**config.mk**
```make
export PLATFORM = sky130hd
export DESIGN_NAME = bitfield_scatter_gather
export DESIGN_NICKNAME = d
export VERILOG_FILES = /design/src/rtl/bitfield_scatter_gather.sv
export SDC_FILE = /design/constraint.sdc
export NUM_CORES = 1
export LEC_CHECK = 0
export ABC_AREA = 1
export BUFFER_PORTS_ARGS = -buffer_cell sky130_fd_sc_hd__buf_2
export CORE_UTILIZATION = 38
export CTS_CLUSTER_DIAMETER = 40
export CTS_CLUSTER_SIZE = 10
export DETAILED_ROUTE_END_ITERATION = 7
export HOLD_SLACK_MARGIN = 0.15
export PLACE_DENSITY = 0.66
export SYNTH_ARGS = -nofsm -noshare
export SYNTH_HDL_FRONTEND = slang
export SYNTH_SLANG_ARGS = --single-unit
```
**constraint.sdc**
```tcl
create_clock -name clk -period 4.65 [get_ports clk]
set_clock_uncertainty 0.2 [all_clocks]
set_input_delay 1.395 -clock clk [delete_from_list [all_inputs] [get_ports clk]]
set_output_delay 1.395 -clock clk [all_outputs]
set_load 0.01 [all_outputs]
```
**src/rtl/bitfield_scatter_gather.sv**
```systemverilog
module bitfield_scatter_gather #(
  parameter int WIDTH = 64
) (
  input  logic             clk,
  input  logic             rst_n,
  input  logic             start,
  input  logic             op,
  input  logic [WIDTH-1:0] src,
  input  logic [WIDTH-1:0] mask,
  output logic             busy,
  output logic             done,
  output logic [WIDTH-1:0] result
);
  localparam int IW = $clog2(WIDTH);
  localparam logic [WIDTH-1:0] ONE = {{(WIDTH-1){1'b0}}, 1'b1};

  logic [WIDTH-1:0] src_q, mask_q, res_q;
  logic [IW-1:0]    k_q, low_pos;
  logic             op_q, busy_q, done_q;

  always_comb begin
    low_pos = '0;
    for (int i = WIDTH - 1; i >= 0; i--)
      if (mask_q[i]) low_pos = IW'(i);
  end

  wire [WIDTH-1:0] mask_next = mask_q & (mask_q - ONE);
  wire             accept    = start && !busy_q;

  always_ff @(posedge clk) begin
    if (!rst_n) begin
      src_q  <= '0;
      mask_q <= '0;
      res_q  <= '0;
      k_q    <= '0;
      op_q   <= 1'b0;
      busy_q <= 1'b0;
      done_q <= 1'b0;
    end else begin
      done_q <= 1'b0;
      if (accept) begin
        src_q  <= src;
        mask_q <= mask;
        op_q   <= op;
        k_q    <= '0;
        res_q  <= '0;
        busy_q <= 1'b1;
      end else if (busy_q) begin
        if (mask_q == '0) begin
          busy_q <= 1'b0;
          done_q <= 1'b1;
        end else begin
          if (op_q) res_q[k_q]     <= src_q[low_pos];
          else      res_q[low_pos] <= src_q[k_q];
          mask_q <= mask_next;
          k_q    <= k_q + 1'b1;
        end
      end
    end
  end

  assign busy   = busy_q;
  assign done   = done_q;
  assign result = res_q;
endmodule

```
==> results of run 1 <==
## cell usage after synthesis, types with 4 or more instances
| cell type | instances | share of area [%] |
|---|---|---|
| nor2_1 | 380 | 12 |
| inv_1 | 293 | 9.0 |
| o21ai_0 | 226 | 9.3 |
| dfxtp_1 | 201 | 33 |
| nand2_1 | 201 | 6.2 |
| a21oi_1 | 163 | 6.7 |
| nor3_1 | 92 | 3.8 |
| clkbuf_1 | 79 | 2.4 |
| nand3_1 | 74 | 3.0 |
| nand4_1 | 31 | 1.6 |
| nand3_2 | 30 | 2.5 |
| a32o_1 | 27 | 2.2 |
| o22ai_1 | 21 | 1.1 |
| buf_6 | 15 | 1.4 |
| nand3b_1 | 14 | 0.86 |
| o31ai_1 | 12 | 0.74 |
| o211ai_1 | 8 | 0.49 |
| a31oi_1 | 6 | 0.31 |
| buf_1 | 5 | 0.15 |
| nor4_1 | 5 | 0.26 |
| buf_2 | 4 | 0.16 |
| clkinv_1 | 4 | 0.12 |
## per-stage QoR
stage          util [%]  cells
2_1_floorplan         -   1930
3_3_place_gp       43.8   2489
3_5_place_dp       43.8   2489
4_1_cts            48.7   2569
5_1_grt            49.2   2573
6_report           49.2   2573
## worst min path at each step
stage                endpoint  slack (ps)  cells after the start  startpoint
global placement    src_q[11]         260                      2   src_q[11]
global route        src_q[14]         310                      2   src_q[14]
finish              src_q[26]         270                      2   src_q[26]
floorplan           src_q[14]         240                      2   src_q[14]
CTS                 src_q[26]         270                      2   src_q[26]
detailed placement   src_q[1]         260                      2    src_q[1]
## flip-flops by register name (all words and copies together) (netlist names)
| register | cells |
|---|---|
| mask_q | 64 |
| result | 64 |
| busy | 1 |
| op_q | 1 |
| k_q | 6 |
| src_q | 64 |
| done | 1 |
## kinds of logic (layout without fill, tap and decap cells)
group                      count (synthesis)  after routing  synth area share [%]
adders and majority gates                  1              1                 0.103
DFF                                      201            201                  33.1
buffers and inverters                    403            643                  13.4
and+or+nand+nor                          837            838                  30.8
AOI/OAI and AO/OA                        488            488                  22.6
## placed cells by master, fill, tap and decap left out, drive strengths merged
cell / count
clkinv: 13
o41ai: 3
inv: 300
nor2: 382
a41oi: 3
nand2: 207
a211oi: 2
bufinv: 1
nor4: 5
o22ai: 21
bufbuf: 1
a31oi: 6
a22oi: 3
a221oi: 2
clkinvlp: 7
o211ai: 8
o21ai: 226
o221ai: 2
nor3b: 2
clkbuf: 51
a22o: 2
nand3: 104
ha: 1
dfxtp: 201
o2111ai: 2
nand4: 31
or4: 1
o21bai: 3
a32o: 27
o311ai: 2
o31ai: 12
a21oi: 164
nor3: 92
nand3b: 14
buf: 270
## worst register-to-register path, delay by kind of cell (launching register included)
kind                   cells  cell delay (ps)
AO/OA/AOI/OAI             14             1590
buffers and inverters      5              580
flip-flops                 1              310
AND/OR/NAND/NOR           15             2270
## area by class of cell
type,count,area [µm²]
fillers,3186,16000
flip-flops and latches,201,4030
inverters,300,1130
repair buffers,273,1910
clock inverters,21,178
well taps,402,503
clock buffers,49,1030
multi-input cells,1327,6710
## power groups by stage
stage	Combinational, mW	Sequential [mW]	Clock [mW]
2_1_floorplan	1.10	1.90	0
3_3_place_gp	1.59	1.92	0
3_5_place_dp	1.60	1.92	0
4_1_cts	1.88	1.89	2.65
5_1_grt	2.11	1.90	2.74
6_report	1.96	1.89	2.62
## routing by layer
layer	vias up	GRT usage [%]	part of all wire, %
met5	-	0	0
met4	0	9.88	3.1
met2	640	40.9	45
met1	6403	34.4	44
met3	97	5.34	8.2
li1	6812	-	-
## timing repair
| item | 4_1_cts | 5_1_grt |
|---|---|---|
| gates resized for setup | 33 | 37 |
| buffers inserted | 6 | 2 |
| endpoints found under the setup margin | 64 | 66 |
| cloned | 5 | 3 |
| pin swaps | 5 | 4 |
==> results.sh, run 1 <==
export IMPL_crit_reg2reg_capture="result[60]"
export IMPL_num_rows=65
export IMPL_first_iter_violations=1268
export IMPL_worstSkewPairLatency_ps=530
export IMPL_synth_ff_type="dfxtp_1"
export IMPL_power_total_mw=6.47
export IMPL_cts_buffers_inserted=38
export IMPL_cts_hold_fix_buffers=0
export IMPL_layout_setup_ws_ps=-432
export IMPL_number_of_top_level_pins=198
export IMPL_maxClockFrequency_mhz=197
export IMPL_core_um2=31500
export IMPL_die_w_um=181
export IMPL_maxSlewViolCount=0
export IMPL_worst_slew_pin_transition_ps=1400
export IMPL_critical_path_cell_count=34
export IMPL_cp_buffers_inverters=5
export IMPL_cp_endpoint="result[60]"
export IMPL_layout_area_overhead_vs_synth_pct=27.4
export IMPL_floorplan_die_area_um2=32700
export IMPL_dp_final_hpwl_mm=29.9
export IMPL_timing_critical_path_to_type="flip-flop"
export IMPL_initial_antenna_violation_count=0
export IMPL_hold_viol_final=0
export IMPL_syn_nets=2063
export IMPL_root_buffer_selected_by_cts="clkbuf_16"
export IMPL_final_setup_tns_ps=-23780
export IMPL_ys_seq_elements=201
export IMPL_average_footprint_of_a_synthesized_cell_um2=6.30
export IMPL_num_vias=14000
export IMPL_cell_mode_on_critical_path="nand2_1"
export IMPL_hold_path_class="reg2reg"
export IMPL_finalWirelength_mm=43.6
export IMPL_clockBufferDepth=3
export IMPL_yosys_warnings=0
export IMPL_power_leakage_nw=7.23
export IMPL_numClockSinks=201
export IMPL_vias_per_cell=5.42
export IMPL_grt_overflow_total=0
export IMPL_clk_pin_slew_worst_paths_ps=50
export IMPL_drtPass1Iterations=8
export IMPL_die_y_um=181
export IMPL_post_dp_cell_area_um2=13800
export IMPL_insertedDiodeCount=0
export IMPL_tritoncts="done"
export IMPL_netSwitchingFraction_pct=34.7
export IMPL_comb_power_share_pct=30.3
export IMPL_grt_pass1_vias=13000
export IMPL_path_max_fanout=17
export IMPL_max_slew_margin_rel_pct=6.28
export IMPL_switchingPower_mw=2.25
export IMPL_num_nets_final=2274
export IMPL_post_route_cells_drive_above_1_share_pct=19.7
export IMPL_total_global_route_track_usage_pct=25.9
export IMPL_rr_worst_depth=34
export IMPL_number_of_enable_flip_flop_cells_after_synthesis=0
export IMPL_worst_ep_arrival_time_ps=5280
export IMPL_seqPwrFrac_pct=29.2
export IMPL_post_place_ws_ps=-420
export IMPL_cp_top_family="simple AND/OR/NAND/NOR gates"
export IMPL_worst_setup_path_startpoint="mask_q[58]"
export IMPL_wire_length_of_the_first_global_routing_pass_mm=68.6
export IMPL_cp_required_ps=4850
export IMPL_power_frac_clock_pct=40.5
export IMPL_globalplace_congestion=0.941
export IMPL_cts_htree_levels=2
export IMPL_synthesized_area_um2=12200
export IMPL_grt_setup_unrepaired="true"
export IMPL_fin_crit_ps=5080
export IMPL_power_ir_vdd_worst_v=0.000272
export IMPL_floorplan_initialDensity_pct=38.6
export IMPL_synth_cells=1930
export IMPL_wl_per_cell_um=16.9
export IMPL_postLayoutCellArea_um2=15500
export IMPL_proportion_of_synthesized_chip_area_in_sequential_cells_pct=33.1
export IMPL_final_min_period_over_clock_period_pct=109
export IMPL_run_status="finished, violations left"
export IMPL_fin_hold_ws_ps=274
export IMPL_setup_reg_to_reg_worst_slack_ps=-430
export IMPL_failed_checks="design-rule violations, negative setup slack"
export IMPL_portbufs=197
export IMPL_report_final_setup_viol=64
export IMPL_cap_violations=0
export IMPL_ant_nets=0
export IMPL_post_synth_num_cell_types=41
export IMPL_power_density_nw_per_um2=418
export IMPL_crit_reg2reg_launch="mask_q[58]"
export IMPL_critical_path_class="reg2reg"
export IMPL_critPathSlowestCell="nor2_1"
export IMPL_grt_max_degree=91
export IMPL_intPower_mw=4.22
export IMPL_critical_path_max_stage_delay_ps=1030
export IMPL_drc_errors=2
export IMPL_kind_of_start_point_of_the_critical_path="flip-flop"
export IMPL_async_reset_ff_share_pct=0
No activity file was read; power rests on OpenSTA's default activity.
==> run 2: changes to the inputs <==
--- a/config.mk
+++ b/config.mk
@@ -7,12 +7,14 @@
 export LEC_CHECK = 0
 export ABC_AREA = 1
 export BUFFER_PORTS_ARGS = -buffer_cell sky130_fd_sc_hd__buf_2
+export CORE_MARGIN = 1
 export CORE_UTILIZATION = 38
 export CTS_CLUSTER_DIAMETER = 40
 export CTS_CLUSTER_SIZE = 10
 export DETAILED_ROUTE_END_ITERATION = 7
+export GPL_TIMING_DRIVEN = 0
 export HOLD_SLACK_MARGIN = 0.15
-export PLACE_DENSITY = 0.66
+export PLACE_DENSITY = 0.63
 export SYNTH_ARGS = -nofsm -noshare
 export SYNTH_HDL_FRONTEND = slang
 export SYNTH_SLANG_ARGS = --single-unit
==> constraint.sdc (replaced) <==
create_clock -name clk -period 6 [get_ports clk]
set_clock_uncertainty 0.2 [all_clocks]
set_input_delay 1.8 -clock clk [delete_from_list [all_inputs] [get_ports clk]]
set_output_delay 1.8 -clock clk [all_outputs]
set_load 0.01 [all_outputs]
==> run 2 against run 1 <==
  * The flow now finishes without violations
  * Register-to-register slack gained 1000 ps
  * Fmax shrank 6.0%
  * Critical path depth shrank 6
  * Total power shrank 15%
  * Count of clock-buffer cells in the layout shrank 6
  * Highest routed layer unchanged
==> results.sh, run 2 (synthesized netlist as in run 1, its figures left out) <==
export IMPL_run_status="finished, final reports clean"
export IMPL_dp_final_hpwl_mm=34.2
export IMPL_number_of_standard_cells_in_the_layout_taps_in_and_fillers_out=2620
export IMPL_wire_length_of_the_first_global_routing_pass_mm=72.5
export IMPL_timing_critical_path_to_type="flip-flop"
export IMPL_grt_max_degree=12
export IMPL_num_nets_final=2318
export IMPL_worstSkewPairLatency_ps=530
export IMPL_floorplan_initialDensity_pct=38.6
export IMPL_critPathSlowestCell="nor2_1"
export IMPL_portbufs=197
export IMPL_rr_worst_depth=28
export IMPL_insertedDiodeCount=0
export IMPL_maxSlewViolCount=0
export IMPL_cts_hold_fix_buffers=0
export IMPL_grt_setup_unrepaired="true"
export IMPL_vias_per_cell=5.48
export IMPL_cp_endpoint="result[57]"
export IMPL_maxClockFrequency_mhz=185
export IMPL_initial_antenna_violation_count=0
export IMPL_cp_required_ps=6260
export IMPL_numClockSinks=201
export IMPL_first_iter_violations=1509
export IMPL_post_route_cells_drive_above_1_share_pct=18.1
export IMPL_critical_path_max_stage_delay_ps=770
export IMPL_path_max_fanout=10
export IMPL_final_setup_tns_ps=0
export IMPL_setup_reg_to_reg_worst_slack_ps=590
export IMPL_power_leakage_nw=7.23
export IMPL_globalplace_congestion=0.938
export IMPL_finalWirelength_mm=47.8
export IMPL_worst_ep_arrival_time_ps=5660
export IMPL_fin_hold_ws_ps=277
export IMPL_crit_reg2reg_launch="mask_q[60]"
export IMPL_worst_slew_pin_transition_ps=1120
export IMPL_report_final_setup_viol=0
export IMPL_cts_buffers_inserted=41
export IMPL_place_detailed_instances=2529
export IMPL_mostFrequentLayoutCell="nor2_1"
export IMPL_clk_pin_slew_worst_paths_ps=50
export IMPL_fin_crit_ps=5410
export IMPL_cp_buffers_inverters=3
export IMPL_die_w_um=181
export IMPL_hold_viol_final=0
export IMPL_grt_pass1_vias=13200
export IMPL_floorplan_die_area_um2=32700
export IMPL_core_um2=31500
export IMPL_ant_nets=0
export IMPL_num_fill_cells=3262
export IMPL_wl_per_cell_um=18.2
export IMPL_final_min_period_over_clock_period_pct=90.1
export IMPL_layout_cells_most_common_list="374 x nor2_1, 293 x inv_1, 226 x o21ai_0"
export IMPL_cap_violations=0
export IMPL_max_slew_margin_rel_pct=25.0
export IMPL_critical_path_class="reg2reg"
export IMPL_crit_reg2reg_capture="result[57]"
export IMPL_layout_area_overhead_vs_synth_pct=28.6
export IMPL_total_global_route_track_usage_pct=28.4
export IMPL_power_ir_vdd_worst_v=0.000196
export IMPL_hold_path_class="reg2reg"
export IMPL_critical_path_cell_count=28
export IMPL_drtPass1Iterations=5
export IMPL_num_rows=65
export IMPL_num_vias=14400
export IMPL_cts_htree_levels=2
export IMPL_number_of_top_level_pins=198
export IMPL_seq_area_um2=4030
export IMPL_die_y_um=181
export IMPL_tritoncts="done"
export IMPL_multi_input_area_um2=6690
export IMPL_clockBufferDepth=3
export IMPL_drc_errors=0
export IMPL_cp_top_family="compound AO/OA/AOI/OAI gates"
export IMPL_grt_overflow_total=0
export IMPL_worst_setup_path_startpoint="mask_q[60]"
export IMPL_power_density_nw_per_um2=351
export IMPL_kind_of_start_point_of_the_critical_path="flip-flop"
export IMPL_root_buffer_selected_by_cts="clkbuf_16"
==> run 2: changes by cell type in the layout (fill, tap and decap cells not counted), sizes merged <==
cell,delta
buf,-39
bufbuf,-1
bufinv,+8
clkbuf,+76
clkinv,+5
clkinvlp,-3
inv,+2
nand2,-1
==> run 2: timing repair <==
item | in CTS | in global routing
gates resized for setup | 0 | 88
endpoints found under the hold margin | 0 | 0
setup buffers | 0 | 12
endpoints found under the setup margin | 0 | 64
==> run 2: through the flow <==
stage / worst slack (ps) / util (%) / power, mW / instance area (µm²)
final: 592 / 49.7 / 5.48 / 15600
after global routing: -38.2 / 49.7 / 5.68 / 15600
after CTS: 278 / 48.1 / 5.24 / 15200
after detailed placement: 322 / 43.3 / 2.73 / 13600
after global placement: 304 / 43.3 / 2.73 / 13600
after floorplan: 1520 / - / 2.33 / 12200
==> run 2: worst reg2reg max path, delay by kind of cell (launching register included) <==
| kind | cells | cell delay [ps] |
|---|---|---|
| compound gates | 16 | 1990 |
| simple gates | 9 | 1760 |
| buf+inv | 3 | 1020 |
| flops | 1 | 400 |
==> run 2: final cells by class <==
| class | count | share of cell area (%) |
|---|---|---|
| clock inverters | 33 | 2.92 |
| well taps | 402 | 3.22 |
| repair buffers | 212 | 7.60 |
| multi-input cells | 1326 | 42.8 |
| plain buffers | 103 | 3.75 |
| clock buffers | 43 | 6.74 |
| inverters | 300 | 7.20 |
| flip-flops and latches | 201 | 25.8 |
==> run 2: power breakdown <==
part	internal, mW	switching [mW]	total [mW]
Clock	1.68	0.833	2.51
Sequential	1.41	0.0581	1.47
Combinational	0.531	0.971	1.50
Total	3.62	1.86	5.48
==> run 2: worst min-delay path by stage <==
stage               from  slack (ps)  depth (start not counted)   endpoint
5_1_grt        src_q[40]         300                          2  src_q[40]
3_5_place_dp   src_q[59]         270                          2  src_q[59]
6_report       src_q[15]         280                          2  src_q[15]
3_3_place_gp   src_q[14]         260                          2  src_q[14]
4_1_cts        src_q[59]         270                          2  src_q[59]
2_1_floorplan  src_q[14]         240                          2  src_q[14]
==> run 2: metal layers <==
metal	global-route usage, %	vias up	part of all wire (%)	wire length [µm]
met4	11.8	0	4.0	1920
li1	-	6916	-	-
met2	44.6	705	44	21000
met3	5.34	126	9.2	4400
met5	0	-	0	0
met1	37.9	6603	43	20500
